$ cat src/rtl/rxc_pkg.sv
package rxc_pkg;
  localparam int unsigned PRESC_DIV_DEF = 64;
  localparam int unsigned SYNC_STAGES_DEF = 2;

  typedef enum logic {
    TMR_IDLE = 1'b0,
    TMR_RUN  = 1'b1
  } tmr_state_e;
endpackage

$ cat src/rtl/rxc_edge_sync.sv
module rxc_edge_sync #(
  parameter int unsigned STAGES = 2
) (
  input  logic clk,
  input  logic rst,
  input  logic async_in,
  output logic rise_pulse
);
  logic [STAGES-1:0] chain_q;
  logic              last_q;

  always_ff @(posedge clk) begin
    if (rst) begin
      chain_q <= '0;
      last_q  <= 1'b0;
    end else begin
      chain_q <= {chain_q[STAGES-2:0], async_in};
      last_q  <= chain_q[STAGES-1];
    end
  end

  assign rise_pulse = chain_q[STAGES-1] & ~last_q;
endmodule

$ cat src/rtl/rxc_prescaler.sv
module rxc_prescaler #(
  parameter int unsigned DIV = 64
) (
  input  logic clk,
  input  logic rst,
  input  logic run,
  input  logic src_evt,
  output logic step
);
  localparam int unsigned W = (DIV > 1) ? $clog2(DIV) : 1;
  localparam logic [W-1:0] LAST = W'(DIV - 1);

  logic [W-1:0] cnt_q;

  always_ff @(posedge clk) begin
    if (rst || !run) begin
      cnt_q <= '0;
    end else if (src_evt) begin
      cnt_q <= (cnt_q == LAST) ? '0 : cnt_q + 1'b1;
    end
  end

  assign step = run & src_evt & (cnt_q == LAST);
endmodule

$ cat src/rtl/rxc_frame_counter.sv
module rxc_frame_counter #(
  parameter int unsigned CNT_W = 8
) (
  input  logic             clk,
  input  logic             rst,
  input  logic             clr,
  input  logic             inc,
  input  logic [CNT_W-1:0] thresh,
  output logic [CNT_W-1:0] cnt,
  output logic             hit
);
  logic [CNT_W-1:0] cnt_q;
  logic [CNT_W:0]   cnt_plus;

  assign cnt_plus = {1'b0, cnt_q} + 1'b1;

  always_ff @(posedge clk) begin
    if (rst || clr) begin
      cnt_q <= '0;
    end else if (inc) begin
      cnt_q <= cnt_plus[CNT_W-1:0];
    end
  end

  assign hit = inc & (cnt_plus == {1'b0, thresh});
  assign cnt = cnt_q;
endmodule

$ cat src/rtl/rxc_wait_timer.sv
module rxc_wait_timer
  import rxc_pkg::*;
#(
  parameter int unsigned TMR_W = 16
) (
  input  logic             clk,
  input  logic             rst,
  input  logic             arm,
  input  logic             stop,
  input  logic             step,
  input  logic [TMR_W-1:0] thresh,
  output logic             running,
  output logic             expire
);
  tmr_state_e       state_q;
  logic [TMR_W-1:0] val_q;

  always_ff @(posedge clk) begin
    if (rst) begin
      state_q <= TMR_IDLE;
      val_q   <= '0;
    end else if (stop) begin
      state_q <= TMR_IDLE;
    end else if (arm) begin
      state_q <= TMR_RUN;
      val_q   <= thresh;
    end else if (state_q == TMR_RUN && step) begin
      val_q <= val_q - 1'b1;
    end
  end

  assign running = (state_q == TMR_RUN);
  assign expire  = running & step & (val_q == TMR_W'(1));
endmodule

$ cat src/rtl/rx_irq_coalescer.sv
module rx_irq_coalescer
  import rxc_pkg::*;
#(
  parameter int unsigned FCNT_W      = 8,
  parameter int unsigned TMR_W       = 16,
  parameter int unsigned PRESC_DIV   = PRESC_DIV_DEF,
  parameter int unsigned SYNC_STAGES = SYNC_STAGES_DEF
) (
  input  logic              clk,
  input  logic              rst,
  input  logic              ifc_clk,
  input  logic              frm_valid,
  input  logic              frm_irq_flag,
  input  logic              cfg_enable,
  input  logic              cfg_tmr_sel,
  input  logic [FCNT_W-1:0] cfg_frame_thresh,
  input  logic [TMR_W-1:0]  cfg_timer_thresh,
  input  logic              irq_unmask,
  input  logic              sw_ack,
  output logic              irq_out
);
  logic              qual;
  logic              ifc_rise;
  logic              src_evt;
  logic              tmr_step;
  logic              tmr_running;
  logic              tmr_exp;
  logic              tmr_arm;
  logic              tmr_stop;
  logic              cnt_hit;
  logic [FCNT_W-1:0] cnt_q;
  logic              fire_c;
  logic              pend_q;
  logic              pend_n;
  logic              irq_q;

  assign qual = frm_valid & frm_irq_flag;

  rxc_edge_sync #(.STAGES(SYNC_STAGES)) u_sync (
    .clk        (clk),
    .rst        (rst),
    .async_in   (ifc_clk),
    .rise_pulse (ifc_rise)
  );

  assign src_evt = cfg_tmr_sel ? 1'b1 : ifc_rise;

  rxc_prescaler #(.DIV(PRESC_DIV)) u_presc (
    .clk     (clk),
    .rst     (rst),
    .run     (tmr_running),
    .src_evt (src_evt),
    .step    (tmr_step)
  );

  rxc_frame_counter #(.CNT_W(FCNT_W)) u_fcnt (
    .clk    (clk),
    .rst    (rst),
    .clr    (fire_c | ~cfg_enable),
    .inc    (qual & cfg_enable),
    .thresh (cfg_frame_thresh),
    .cnt    (cnt_q),
    .hit    (cnt_hit)
  );

  // one release per cycle, whichever condition (or both) occurred
  assign fire_c   = cfg_enable ? (cnt_hit | tmr_exp) : qual;
  assign tmr_stop = fire_c | ~cfg_enable;
  assign tmr_arm  = cfg_enable & qual & ~tmr_running & ~fire_c;

  rxc_wait_timer #(.TMR_W(TMR_W)) u_tmr (
    .clk     (clk),
    .rst     (rst),
    .arm     (tmr_arm),
    .stop    (tmr_stop),
    .step    (tmr_step),
    .thresh  (cfg_timer_thresh),
    .running (tmr_running),
    .expire  (tmr_exp)
  );

  // release has priority over acknowledge
  always_comb begin
    pend_n = pend_q;
    if (sw_ack) pend_n = 1'b0;
    if (fire_c) pend_n = 1'b1;
  end

  always_ff @(posedge clk) begin
    if (rst) begin
      pend_q <= 1'b0;
      irq_q  <= 1'b0;
    end else begin
      pend_q <= pend_n;
      irq_q  <= pend_n & irq_unmask;
    end
  end

  assign irq_out = irq_q;
endmodule

$ cat config.mk
export PLATFORM = sky130hd
export DESIGN_NAME = rx_irq_coalescer
export DESIGN_NICKNAME = d
export VERILOG_FILES = /design/src/rtl/rxc_pkg.sv /design/src/rtl/rxc_edge_sync.sv /design/src/rtl/rxc_prescaler.sv /design/src/rtl/rxc_frame_counter.sv /design/src/rtl/rxc_wait_timer.sv /design/src/rtl/rx_irq_coalescer.sv
export SDC_FILE = /design/constraint.sdc
export NUM_CORES = 1
export LEC_CHECK = 0
export ABC_AREA = 1
export BUFFER_PORTS_ARGS = -buffer_cell sky130_fd_sc_hd__buf_2
export CAP_MARGIN = 20
export CORE_MARGIN = 1.5
export CORE_UTILIZATION = 55
export CTS_BUF_LIST = sky130_fd_sc_hd__clkbuf_4 sky130_fd_sc_hd__clkbuf_8
export DETAILED_ROUTE_END_ITERATION = 10
export GPL_TIMING_DRIVEN = 0
export PLACE_DENSITY = 0.77
export SLEW_MARGIN = 30
export SYNTH_ARGS = -nofsm -noshare
export SYNTH_HDL_FRONTEND = slang
export SYNTH_SLANG_ARGS = --single-unit
$ cat constraint.sdc
create_clock -name clk -period 2.4 [get_ports clk]
set_input_delay 0.36 -clock clk [delete_from_list [all_inputs] [get_ports clk]]
set_output_delay 0.36 -clock clk [all_outputs]
set_load 0.02 [all_outputs]
==> results of run 1 <==
## logic make-up (layout without fill, tap and decap cells)
group	count (synthesis)	count (layout)	synth area share
AND/OR/NAND/NOR	260	260	0.472
buffers and inverters	73	113	0.124
adder cells (fa/ha/maj)	4	4	0.0201
flip-flops	36	36	0.289
AO/OA/AOI/OAI	18	18	0.0382
XOR/XNOR	16	16	0.0563
## worst max-delay path by stage
stage,start,end,slack (ps),cells after the start
after global placement,u_fcnt.cnt[0],u_tmr.val_q[3],190,14
after floorplan,u_fcnt.cnt[0],u_tmr.val_q[5],520,14
after detailed placement,u_fcnt.cnt[0],u_tmr.val_q[6],180,14
after global routing,u_fcnt.cnt[0],u_tmr.val_q[9],3,17
after CTS,u_fcnt.cnt[0],u_tmr.val_q[6],150,14
final,u_fcnt.cnt[0],u_fcnt.cnt[0],260,12
## worst max-delay path, stage by stage (launching register included)
cell                       delay, ps
sky130_fd_sc_hd__dfxtp_2         380
sky130_fd_sc_hd__ha_2            220
sky130_fd_sc_hd__nand3_1         120
sky130_fd_sc_hd__nor2_1          110
sky130_fd_sc_hd__nor2_1           50
sky130_fd_sc_hd__nand3b_1        150
sky130_fd_sc_hd__nand2_1          70
sky130_fd_sc_hd__nor2_2           40
sky130_fd_sc_hd__nand2_1          90
sky130_fd_sc_hd__nand2_2          70
sky130_fd_sc_hd__a21boi_0        300
sky130_fd_sc_hd__nand3_2         270
sky130_fd_sc_hd__a21oi_1         180
## final cells by class
cell class	count	area, um2
Buffer	10	75.1
Clock buffer	5	68.8
Clock inverter	3	23.8
Fill cell	426	1530
Inverter	63	236
Multi-Input combinational cell	298	1470
Sequential cell	36	723
Tap cell	52	65.1
Timing Repair Buffer	32	160
## layout by cell type (no fill, tap or decap), drive strengths merged, types with 2 or more instances in the layout
cell,synthesis,final
nor4,2,2
clkbuf,2,8
a21oi,8,8
nand3,26,26
buf,8,39
nor2,92,92
or2,2,2
dfxtp,36,36
o21ai,8,8
clkinvlp,0,2
ha,4,4
nand3b,3,3
nor3,2,2
nand4,12,12
clkinv,2,3
inv,61,61
xor2,16,16
nand2,121,121
## power by group through the flow
| stage | logic, mW | registers, mW | clock network [mW] |
|---|---|---|---|
| finish | 0.270 | 0.624 | 0.448 |
| global route | 0.310 | 0.626 | 0.489 |
| CTS | 0.270 | 0.623 | 0.464 |
| detailed placement | 0.268 | 0.637 | 0 |
| global placement | 0.263 | 0.637 | 0 |
| floorplan | 0.207 | 0.635 | 0 |
## per-layer routing
metal,share of wire,GRT usage
met1,0.50,0.308
met2,0.45,0.358
met3,0.038,0.0476
met4,0.011,0.0513
met5,0,0
## through the flow
| stage | std cells | util |
|---|---|---|
| after CTS | 499 | 0.645 |
| after detailed placement | 491 | 0.624 |
| after global placement | 491 | 0.624 |
| final | 499 | 0.648 |
| after floorplan | 407 | - |
| after global routing | 499 | 0.648 |
## registers in the layout, summed over array words and instances (netlist names)
name            flops
u_fcnt.cnt          8
u_presc.cnt_q       6
u_sync.chain_q      2
irq_out             1
u_sync.last_q       1
pend_q              1
u_tmr.running       1
u_tmr.val_q        16
## what timing repair did
item | CTS | global route
setup buffers | 0 | 0
endpoints found under the setup margin | 0 | 20
gates resized for setup | 0 | 6
==> out/metrics.csv, run 1 <==
metric,value,unit
drt_pre_antenna_iters,5,
synthesis.instances,407,
slew_violations,0,
worstHoldEndpoint,u_sync.chain_q[0],
dominantRegCellSynth,sky130_fd_sc_hd__dfxtp_1,
vdd.ir_drop.worst,411,uV
dp_worst_setup_slack,182,ps
nNetsFinal,483,
antenna-diode-count,0,
initialDrtViolationCount,167,
netSwitchingFraction,0.307,
maxSlewHeadroom,0.742,
dieHeight,70.3,um
avgViaCountPerCell,4.77,
critPathRequiredTime,2620,ps
die_area,0.00494,mm2
num_io_pins,34,
ff2ff_path_depth,12,
postSynthNetCount,444,
grt_start_max_net_pins,14,
postLayoutSetupSlackWorst,255,ps
synth.cell_area,0.00249,mm2
route.detailed.wl_per_inst,10.3,um
power_leakage,1.45,nW
most_frequently_used_cell_type_in_the_post_synthesis_netlist,sky130_fd_sc_hd__nand2_1,
tightest_slew,386,ps
clock_latency,290,ps
timing.final.crit_share,0.894,
worst-path-max-fanout,9,
p_int,0.929,mW
ys_seq_elements,36,
p_switching,0.412,mW
ant_nets,0,
grt_first_pass_wirelength,9090,um
buffers_from_clock_root_to_sink_at_most,2,
floorplan.rows,24,
gp_routability_congestion,0.841,
share_of_total_power_in_sequential_cells,0.465,
clk_transition_reported_paths,80,ps
worst-endpoint-arrival,2360,ps
yosysSeqAreaShare,0.289,
holdPathStages,3,
port-buffer-count,32,
hp-class,in -> reg,
run_status,"finished, final reports clean",
fin_total_pwr,1.34,mW
timing.final.crit_period,2140,ps
core_area,0.00435,mm2
combinational_share_of_power,0.201,
cts_buffers,5,
stdcell_area,0.00282,mm2
antenna_found_initial,0,
critical_r2r_launch,u_fcnt.cnt[0],
finalSetupViolations,0,
synth.largest_area_cell,sky130_fd_sc_hd__dfxtp_1,
finalWirelength,5140,um
fmaxAchievable,466,MHz
clock_power_share,0.334,
synth_cell_type_count,31,
syn-mean-instance-area,6.12,um2
num_vias,2380,
syn_warnings,0,
first_global_vias,2133,
worst_clock_skew,4.90,ps
initial_utilization,0.572,
grt_overflow,0,
post_cts_hold_buffer_count,0,
dp.final_hpwl,3890,um
rsz_0062_raised_after_global_routing,no,
synth-edff-count,0,
ys_top_cells_by_area,"sky130_fd_sc_hd__dfxtp_1, sky130_fd_sc_hd__nand2_1, sky130_fd_sc_hd__nor2_1",
gr-usage-all-layers,0.224,
totalNegativeSetupSlack,0,ps
criticalPathCategory,reg -> reg,
drcViolationCount,0,
synth_top_area_share,0.289,
startpoint_type,register,
clock_tree_from_tritoncts,done,
regToRegSetupSlack,260,ps
synthTopCellsByCount,"sky130_fd_sc_hd__nand2_1, sky130_fd_sc_hd__nor2_1, sky130_fd_sc_hd__inv_1",
post_route_cells_drive_above_1_share,0.188,
numClockSinks,36,
floorplan.die.width,70.3,um
whs,263,ps
r2r_end,u_fcnt.cnt[0],
max_cap_violations,0,
min-delay-start,ifc_clk,
finalHoldViolCount,0,
areaGrowthSynthToFinish,13.3,%
pwr_per_cell_area,476,mW/mm2
cts_htree_levels,2,
postPlaceCellArea,0.00272,mm2
cts.root.buffer_cell,sky130_fd_sc_hd__clkbuf_8,
postSynth.asyncResetShare,0,
critPathCaptureType,register,
Note: power is estimated with default switching activity, not from simulation.
==> inputs of run 2 (changes only) <==
- CORE_MARGIN: 1.5 -> 10
- clock period: 2.4 -> 2.1 ns (I/O delays scaled with it)
==> run 2 against run 1 <==
Largest power group unchanged; register-to-register slack lost 270 ps; via count is 6.1% higher; worst setup slack got worse by 270 ps; flip-flop and latch count stayed put; the flow now finishes with violations (negative setup slack); wire length increased by 20%.
==> out/metrics.csv, run 2 (synthesized netlist as in run 1, its figures left out) <==
metric,value,unit,change
tightest_slew,407,ps,+21.0 ps
ant_nets,0,,unchanged
route.detailed.wl_per_inst,12.1,um,+18%
multi_input_comb_area,0.00158,mm2,+7.9%
avgViaCountPerCell,4.95,,+3.8%
die_area,0.00762,mm2,+54%
totalNegativeSetupSlack,-23.6,ps,-23.6 ps
stdcell_count,510,,+2.2%
first_global_vias,2395,,+12%
floorplan.die.width,87.3,um,+24%
antenna-diode-count,0,,unchanged
core_area,0.00438,mm2,+0.69%
clock_power_share,0.373,,+0.039
run_status,finished with violations,,
post_cts_hold_buffer_count,0,,unchanged
cts.root.buffer_cell,sky130_fd_sc_hd__clkbuf_8,,
hp-class,in -> reg,,
p_switching,0.491,mW,+19%
worst_clock_skew,6.09,ps,+1.19 ps
netSwitchingFraction,0.288,,-0.0193
mostFrequentLayoutCell,sky130_fd_sc_hd__nand2_1,,
clock_tree_from_tritoncts,done,,
areaGrowthSynthToFinish,24.8,%,
initial_utilization,0.568,,-0.00392
buffers_from_clock_root_to_sink_at_most,2,,unchanged
startpoint_type,register,,
postPlaceCellArea,0.00272,mm2,unchanged
cpMaxStageDelayCell,sky130_fd_sc_hd__dfxtp_4,,
stdcell_area,0.00311,mm2,+10%
worst-endpoint-arrival,2310,ps,-50 ps
rsz_0062_raised_after_global_routing,yes,,
nNetsFinal,494,,+2.3%
critPathCaptureType,register,,
fin_total_pwr,1.70,mW,+27%
num_vias,2526,,+6.1%
flip_flop_count_of_the_largest_register_all_copies_and_words_added,16,,unchanged
postLayoutSetupSlackWorst,-16.0,ps,-271 ps
p_int,1.21,mW,+31%
share_of_total_power_in_sequential_cells,0.418,,-0.047
max_cap_violations,0,,unchanged
gr-usage-all-layers,0.160,,-0.0635
mostFrequentLayoutCells,"sky130_fd_sc_hd__nand2_1, sky130_fd_sc_hd__nor2_1, sky130_fd_sc_hd__inv_1, sky130_fd_sc_hd__buf_2, sky130_fd_sc_hd__dfxtp_1",,
grt_first_pass_wirelength,10200,um,+12%
initialDrtViolationCount,189,,+13%
criticalPathCategory,reg -> reg,,
placed_cells,491,,unchanged
post_route_cells_drive_above_1_share,0.258,,+0.0697
nFillCells,363,,-15%
maxSlewHeadroom,0.728,,-0.0140
dp.final_hpwl,4100,um,+5.4%
pwr_per_cell_area,548,mW/mm2,+15%
vdd.ir_drop.worst,489,uV,+19%
grt_overflow,0,,unchanged
finalWirelength,6190,um,+20%
critPathMostFrequentCell,sky130_fd_sc_hd__nand2_1,,
grt_start_max_net_pins,12,,-2
layout.area.seq,732,um2,+1.2%
critPathRequiredTime,2300,ps,-320 ps
slew_violations,0,,unchanged
drt_pre_antenna_iters,4,,-1
fmaxAchievable,473,MHz,+1.4%
timing.final.crit_share,1.01,,+0.114
clock_latency,300,ps,about the same
worst-path-max-fanout,6,,-3
antenna_found_initial,0,,unchanged
drcViolationCount,0,,unchanged
crit_path_max_incr_delay,410,ps,+30 ps
floorplan.rows,24,,unchanged
finalHoldViolCount,0,,unchanged
cts_buffers,5,,unchanged
registers.top_by_ff_count,u_tmr.val_q,,
combinational_share_of_power,0.209,,+0.008
dieHeight,87.3,um,+24%
crit_chain,"ha_4, nand3_4, nor2_4, nor2_2, nand3b_1, nand2_1, nor2_2, nand2_1, nand2_2, nand2_4, nand3_4, clkbuf_16, nand2_2, nand2_1, nor2_1, nor2_1",,
numClockSinks,36,,unchanged
gp_routability_congestion,0.819,,-2.7%
violations,negative setup slack,,
port-buffer-count,32,,unchanged
timing.final.crit_period,2120,ps,-28.9 ps
cts_htree_levels,2,,unchanged
num_io_pins,34,,unchanged
clk_transition_reported_paths,80,ps,about the same
power_leakage,1.57,nW,+8.3%
finalSetupViolations,2,,+2
run 2: cell types whose count changed in the layout (fill, tap and decap cells not counted), sizes merged:
cell	previous run	this run
bufinv	0	1
nand3	26	27
clkbuf	8	10
buf	39	48
clkinvlp	2	0
run 2: what timing repair did:
item / in CTS / in global routing
hold endpoints to repair: 0 / 0
gates resized for setup: 8 / 44
gates cloned: 1 / 2
buffers inserted: 1 / 7
pin swaps: 2 / 15
endpoints found under the setup margin: 25 / 27
run 2: final timing paths:
check | start | endpoint | slack, ps | depth (start not counted)
worst min register to register | u_sync.chain_q[0] | u_sync.chain_q[1] | 410 | 2
worst max register to register | u_fcnt.cnt[0] | u_tmr.val_q[4] | -20 | 16
worst max-delay path | u_fcnt.cnt[0] | u_tmr.val_q[4] | -20 | 16
worst min-delay path | ifc_clk | u_sync.chain_q[0] | 220 | 3
run 2: cell type report:
class                   count  share of cell area
multi-input cells         299               0.510
flip-flops and latches     36               0.236
repair buffers             42              0.0870
clock buffers               6              0.0246
well taps                  52              0.0209
plain buffers              10              0.0350
clock inverters             2              0.0113
inverters                  63              0.0761
run 2: power by group through the flow:
| stage | clock [mW] | sequential, mW | combinational (mW) |
|---|---|---|---|
| after floorplan | 0 | 0.726 | 0.236 |
| after global placement | 0 | 0.728 | 0.301 |
| after detailed placement | 0 | 0.728 | 0.307 |
| after CTS | 0.639 | 0.712 | 0.314 |
| after global routing | 0.671 | 0.714 | 0.403 |
| final | 0.636 | 0.712 | 0.356 |
run 2: layer usage:
layer	wire length, um	GRT usage	vias to the layer above
li1	-	-	1343
met5	0	0	-
met3	387	0.0449	11
met1	2830	0.203	1118
met2	2870	0.251	54
met4	106	0.0609	0
run 2: metrics by stage:
step / setup WS [ps] / hold slack (ps) / util
after floorplan: 217 / 386 / -
after global placement: -117 / 389 / 0.619
after detailed placement: -146 / 397 / 0.619
after CTS: 6.86 / 214 / 0.651
after global routing: -161 / 228 / 0.709
final: -16.0 / 217 / 0.709
run 2: worst max-delay path, delay by kind of cell, from the launching register on:
family	cells	cell delay, ps
flip-flops	1	410
buffers and inverters	1	220
adder cells (fa/ha/maj)	1	190
AND/OR/NAND/NOR	14	1180
